--- src/rtl/dma_arb_pkg.sv ---
package dma_arb_pkg;
  typedef enum logic [1:0] {
    ST_IDLE  = 2'd0,
    ST_OFFER = 2'd1,
    ST_BUSY  = 2'd2
  } arb_state_e;
endpackage

--- src/rtl/drq_sync.sv ---
module drq_sync #(
  parameter int NCH    = 4,
  parameter int STAGES = 2
) (
  input  logic           clk,
  input  logic           rst_n,
  input  logic [NCH-1:0] d_async,
  output logic [NCH-1:0] d_sync
);
  genvar g;
  generate
    for (g = 0; g < NCH; g++) begin : g_ch
      logic [STAGES-1:0] chain_q;
      always_ff @(posedge clk or negedge rst_n) begin
        if (!rst_n) chain_q <= '0;
        else        chain_q <= {chain_q[STAGES-2:0], d_async[g]};
      end
      assign d_sync[g] = chain_q[STAGES-1];
    end
  endgenerate
endmodule

--- src/rtl/prio_pick.sv ---
module prio_pick #(
  parameter int NCH = 4,
  localparam int IW = $clog2(NCH)
) (
  input  logic [NCH-1:0] req,
  input  logic [IW-1:0]  start,
  output logic           found,
  output logic [IW-1:0]  idx
);
  logic [IW:0] pos;
  always_comb begin
    found = 1'b0;
    idx   = '0;
    pos   = '0;
    // scan from lowest priority to highest so the last hit wins
    for (int k = NCH - 1; k >= 0; k--) begin
      pos = {1'b0, start} + (IW+1)'(k);
      if (pos >= (IW+1)'(NCH)) pos = pos - (IW+1)'(NCH);
      if (req[pos[IW-1:0]]) begin
        found = 1'b1;
        idx   = pos[IW-1:0];
      end
    end
  end
endmodule

--- src/rtl/chan_enable.sv ---
module chan_enable #(
  parameter int NCH = 4,
  localparam int IW = $clog2(NCH)
) (
  input  logic           clk,
  input  logic           rst_n,
  input  logic           wr_en,
  input  logic [NCH-1:0] wr_data,
  input  logic           clr_en,
  input  logic [IW-1:0]  clr_idx,
  output logic [NCH-1:0] en_q
);
  always_ff @(posedge clk or negedge rst_n) begin
    if (!rst_n)      en_q <= '0;
    else if (wr_en)  en_q <= wr_data;
    else if (clr_en) en_q[clr_idx] <= 1'b0;
  end
endmodule

--- src/rtl/dma_prio_arb.sv ---
module dma_prio_arb #(
  parameter int NCH         = 4,
  parameter int SYNC_STAGES = 2,
  localparam int IW         = $clog2(NCH)
) (
  input  logic           clk,
  input  logic           rst_n,
  input  logic [NCH-1:0] drq_async,
  input  logic           rot_mode,
  input  logic           tc_stop,
  input  logic           en_we,
  input  logic [NCH-1:0] en_wdata,
  output logic           gnt_valid,
  input  logic           gnt_ready,
  output logic [IW-1:0]  gnt_idx,
  output logic [NCH-1:0] gnt_onehot,
  output logic           xfer_busy,
  input  logic           xfer_done,
  input  logic           xfer_tc
);
  import dma_arb_pkg::*;

  arb_state_e     state_q;
  logic [IW-1:0]  grant_q;
  logic [IW-1:0]  last_q;
  logic [IW-1:0]  start;
  logic [NCH-1:0] drq_s;
  logic [NCH-1:0] en_q;
  logic           pick_found;
  logic [IW-1:0]  pick_idx;
  logic           finish;
  logic           auto_clr;

  drq_sync #(.NCH(NCH), .STAGES(SYNC_STAGES)) u_sync (
    .clk(clk), .rst_n(rst_n), .d_async(drq_async), .d_sync(drq_s)
  );

  assign finish   = (state_q == ST_BUSY) && xfer_done;
  assign auto_clr = finish && xfer_tc && tc_stop;

  chan_enable #(.NCH(NCH)) u_en (
    .clk(clk), .rst_n(rst_n), .wr_en(en_we), .wr_data(en_wdata),
    .clr_en(auto_clr), .clr_idx(grant_q), .en_q(en_q)
  );

  assign start = !rot_mode ? '0 :
                 (last_q == IW'(NCH - 1)) ? '0 : last_q + 1'b1;

  prio_pick #(.NCH(NCH)) u_pick (
    .req(drq_s & en_q), .start(start), .found(pick_found), .idx(pick_idx)
  );

  always_ff @(posedge clk or negedge rst_n) begin
    if (!rst_n) begin
      state_q <= ST_IDLE;
      grant_q <= '0;
      last_q  <= IW'(NCH - 1);
    end else begin
      unique case (state_q)
        ST_IDLE: if (pick_found) begin
          grant_q <= pick_idx;
          state_q <= ST_OFFER;
        end
        ST_OFFER: if (gnt_ready) state_q <= ST_BUSY;
        ST_BUSY: if (xfer_done) begin
          last_q  <= grant_q;
          state_q <= ST_IDLE;
        end
        default: state_q <= ST_IDLE;
      endcase
    end
  end

  assign gnt_valid  = (state_q == ST_OFFER);
  assign xfer_busy  = (state_q == ST_BUSY);
  assign gnt_idx    = grant_q;
  assign gnt_onehot = (state_q == ST_IDLE) ? '0 : (NCH'(1) << grant_q);
endmodule

--- config.mk ---
export PLATFORM = sky130hd
export DESIGN_NAME = dma_prio_arb
export DESIGN_NICKNAME = d
export VERILOG_FILES = /design/src/rtl/dma_arb_pkg.sv /design/src/rtl/drq_sync.sv /design/src/rtl/prio_pick.sv /design/src/rtl/chan_enable.sv /design/src/rtl/dma_prio_arb.sv
export SDC_FILE = /design/constraint.sdc
export NUM_CORES = 1
export LEC_CHECK = 0
export ABC_AREA = 1
export BUFFER_PORTS_ARGS = -buffer_cell sky130_fd_sc_hd__buf_2
export CORE_MARGIN = 5
export CORE_UTILIZATION = 45
export DETAILED_ROUTE_END_ITERATION = 6
export PLACE_DENSITY = 0.7
export SETUP_SLACK_MARGIN = 0.1
export SLEW_MARGIN = 10
export SYNTH_ARGS = -nofsm -noshare
export SYNTH_HDL_FRONTEND = slang
export SYNTH_HIERARCHICAL = 1
export SYNTH_SLANG_ARGS = --single-unit
--- constraint.sdc ---
create_clock -name clk -period 1.4 [get_ports clk]
set_input_delay 0.07 -clock clk [delete_from_list [all_inputs] [get_ports clk]]
set_output_delay 0.07 -clock clk [all_outputs]
set_load 0.03 [all_outputs]
==> results.sh <==
export IMPL_status="finished, violations left"
export IMPL_violations="setup timing"
export IMPL_fp_dieH_um=57.75
export IMPL_wirelength_um=2067
export IMPL_worst_slack_ns=-0.1495
export IMPL_grt_pass1_vias=884
export IMPL_start_util_pct=46.83
export IMPL_path_common_cell="nand2_1"
export IMPL_first_pass_iters=4
export IMPL_ys_warn_count=6
export IMPL_cts_tree="built"
export IMPL_worstSetupPathType="reg2reg"
export IMPL_min_period_over_period_pct=110.7
export IMPL_final_common_cell="nand2_1"
export IMPL_switching_share_pct=45.20
export IMPL_start_kind="flop"
export IMPL_p_int_w=0.001260
export IMPL_place_hpwl_um=1476
export IMPL_crit_fanout=5
export IMPL_drv_cap=0
export IMPL_fin_crit_ns=1.550
export IMPL_row_count=17
export IMPL_cts_inserted_buffers=3
export IMPL_clock_sinks=18
export IMPL_avgSynthCellArea_um2=7.175
export IMPL_ant_nets=0
export IMPL_cpPeakStageDelay_ns=0.60
export IMPL_synth_top_area_share_pct=39.02
export IMPL_vdd_drop_max_mv=1.468
export IMPL_place_gp_congestion=0.7412
export IMPL_clk_latency_ns=0.29
export IMPL_layout_drive_gt1_share_pct=40.22
export IMPL_mostFrequentLayoutCells="nand2_1 (46), inv_1 (19), buf_2 (19)"
export IMPL_syn_to_final_growth_pct=33.90
export IMPL_critPathArrivalTime_ns=1.79
export IMPL_clock_fmax_mhz=645.4
export IMPL_drc=0
export IMPL_clock_root_buffer="clkbuf_4"
export IMPL_hp_class="in2reg"
export IMPL_ys_seq_elements=18
export IMPL_hold_viol=0
export IMPL_cp_cell_sequence="nor2_2 > nor2_4 > inv_2 > nand2_1 > nand2_2 > nand2_2 > nand3_2 > nand2_1 > nand2_1 > nand2_1 > nand3_1 > nand2_1"
export IMPL_io_pins=24
export IMPL_grt_max_degree=19
export IMPL_p_leak_nw=0.7327
export IMPL_drt_vias_per_instance=4.527
export IMPL_num_antenna_cells=0
export IMPL_core_um2=2191
export IMPL_whs_ns=0.02183
export IMPL_p_sw_w=0.001039
export IMPL_track_usage_pct=13.33
export IMPL_place_ws_ns=-0.1733
export IMPL_die_x_um=57.75
export IMPL_setup_violations=3
export IMPL_place_port_buffers=23
export IMPL_vias=937
export IMPL_overflow=0
export IMPL_pwr_share_seq_pct=34.0
export IMPL_synth_area_leaders="dfrtp_1 (39%), nand2_1 (19%), inv_1 (7.3%)"
export IMPL_yosysSeqAreaShare_pct=44.15
export IMPL_cp_required_ns=1.64
export IMPL_drtIter0Drc=20
export IMPL_synthesis_nets=159
export IMPL_finClkSkew_ns=0.006714
export IMPL_antenna_found_initial=0
export IMPL_slew_violations=0
export IMPL_pwr_share_comb_pct=52.2
export IMPL_fin_nets=196
export IMPL_clkPwrFrac_pct=13.8
export IMPL_path_buf_inv=1
export IMPL_cp_slowest_cell="dfstp_2"
export IMPL_max_slew_margin_rel_pct=74.13
export IMPL_p_per_area_nw_per_um2=1673
export IMPL_synth_cell_types=20
export IMPL_synthCells=143
export IMPL_tightest_slew_ns=0.3881
export IMPL_wl_per_cell_um=9.986
export IMPL_rsz0062_at_grt="yes"
export IMPL_htreeDepth=1
export IMPL_cp_top_family="simple AND/OR/NAND/NOR gates"
export IMPL_grt_pass1_wl_um=3567
export IMPL_yosysTopAreaCell="dfrtp_1"
export IMPL_synth_area_um2=1026
export IMPL_end_kind="flop"
export IMPL_clockBufferDepth=2
export IMPL_path_clk_slew_ns=0.10
export IMPL_die_area_um2=3335
-- synth_stat cells (all sizes together) --
master,n
clkinv,1
a21oi,1
a21boi,1
and2,1
inv,24
nand2,57
nand4,2
o21ai,3
nor2,13
nor3,4
nand3,12
dfrtp,16
dfstp,2
buf,6
-- power groups by stage --
stage          Combinational, W  Clock [W]  Sequential [W]
2_1_floorplan          0.000749          0        0.000812
3_3_place_gp           0.000979          0        0.000787
3_5_place_dp            0.00100          0        0.000792
4_1_cts                 0.00104   0.000321        0.000786
5_1_grt                 0.00134   0.000347        0.000806
6_report                0.00120   0.000316        0.000782
-- state kept, by name, indices dropped and copies added (netlist names) --
| name | flops |
|---|---|
| gnt_idx | 2 |
| last_q | 2 |
| state_q | 2 |
| u_en/en_q | 4 |
| u_sync/g_ch.chain_q | 8 |
-- metal layers --
metal | up-vias | routed length (um) | global-route usage (%)
met5 | - | 0 | 0
met4 | 0 | 30 | 3.974
met3 | 4 | 80 | 1.782
met2 | 20 | 1104 | 24.68
met1 | 413 | 852 | 15.84
li1 | 500 | - | -
-- timing repair --
action | in CTS | in global routing
hold buffers | 10 | 0
resized for setup | 4 | 15
hold endpoints to repair | 26 | 0
pin swaps | 5 | 6
endpoints found under the setup margin | 7 | 11
buffers inserted | 0 | 3
cloned | 0 | 0
-- cells by family after synthesis --
logic type / after synthesis / share of synthesized area [%]
AO/OA/AOI/OAI: 5 / 3.049
buffers and inverters: 31 / 14.39
AND/OR/NAND/NOR: 89 / 38.41
flip-flops: 18 / 44.15
-- tightest hold or removal path, stage by stage --
cell and delay [ns]:
buf_2 0.12, nand4_1 0.08, nand2_1 0.05
-- final timing paths --
check,start,depth (start not counted),slack [ns],to
max,last_q[0]$_DFFE_PN1P_,12,-0.15,gnt_idx[0]$_DFFE_PN0P_
min,xfer_done,3,0.02,last_q[1]$_DFFE_PN1P_
max reg2reg,last_q[0]$_DFFE_PN1P_,12,-0.15,gnt_idx[0]$_DFFE_PN0P_
min reg2reg,u_sync/g_ch[3].chain_q[0]$_DFF_PN0_,0,0.36,u_sync/g_ch[3].chain_q[1]$_DFF_PN0_
max in group asynchronous,rst_n,2,0.86,last_q[0]$_DFFE_PN1P_
min in group asynchronous,rst_n,2,0.22,u_en/en_q[0]$_DFFE_PN0P_
-- per-stage QoR --
stage / util (%) / area, um2 / power (W) / TNS (ns) / std cells
2_1_floorplan: - / 1049 / 0.001561 / -0.3243 / 143
3_3_place_gp: 53.00 / 1161 / 0.001766 / -0.1716 / 190
3_5_place_dp: 53.00 / 1161 / 0.001794 / -0.3123 / 190
4_1_cts: 59.74 / 1309 / 0.002148 / -0.2900 / 204
5_1_grt: 62.71 / 1374 / 0.002494 / -0.7385 / 207
6_report: 62.71 / 1374 / 0.002298 / -0.2904 / 207
-- layout make-up --
type                       instances  area [um2]
sequential                        18       457.9
inverter                          25       95.09
timing repair buffer              38       262.8
tap                               28       35.03
fill                             205       817.0
multi-input combinational         94       486.7
clock buffer                       4       36.28
Power figures use the tool's default switching activity.
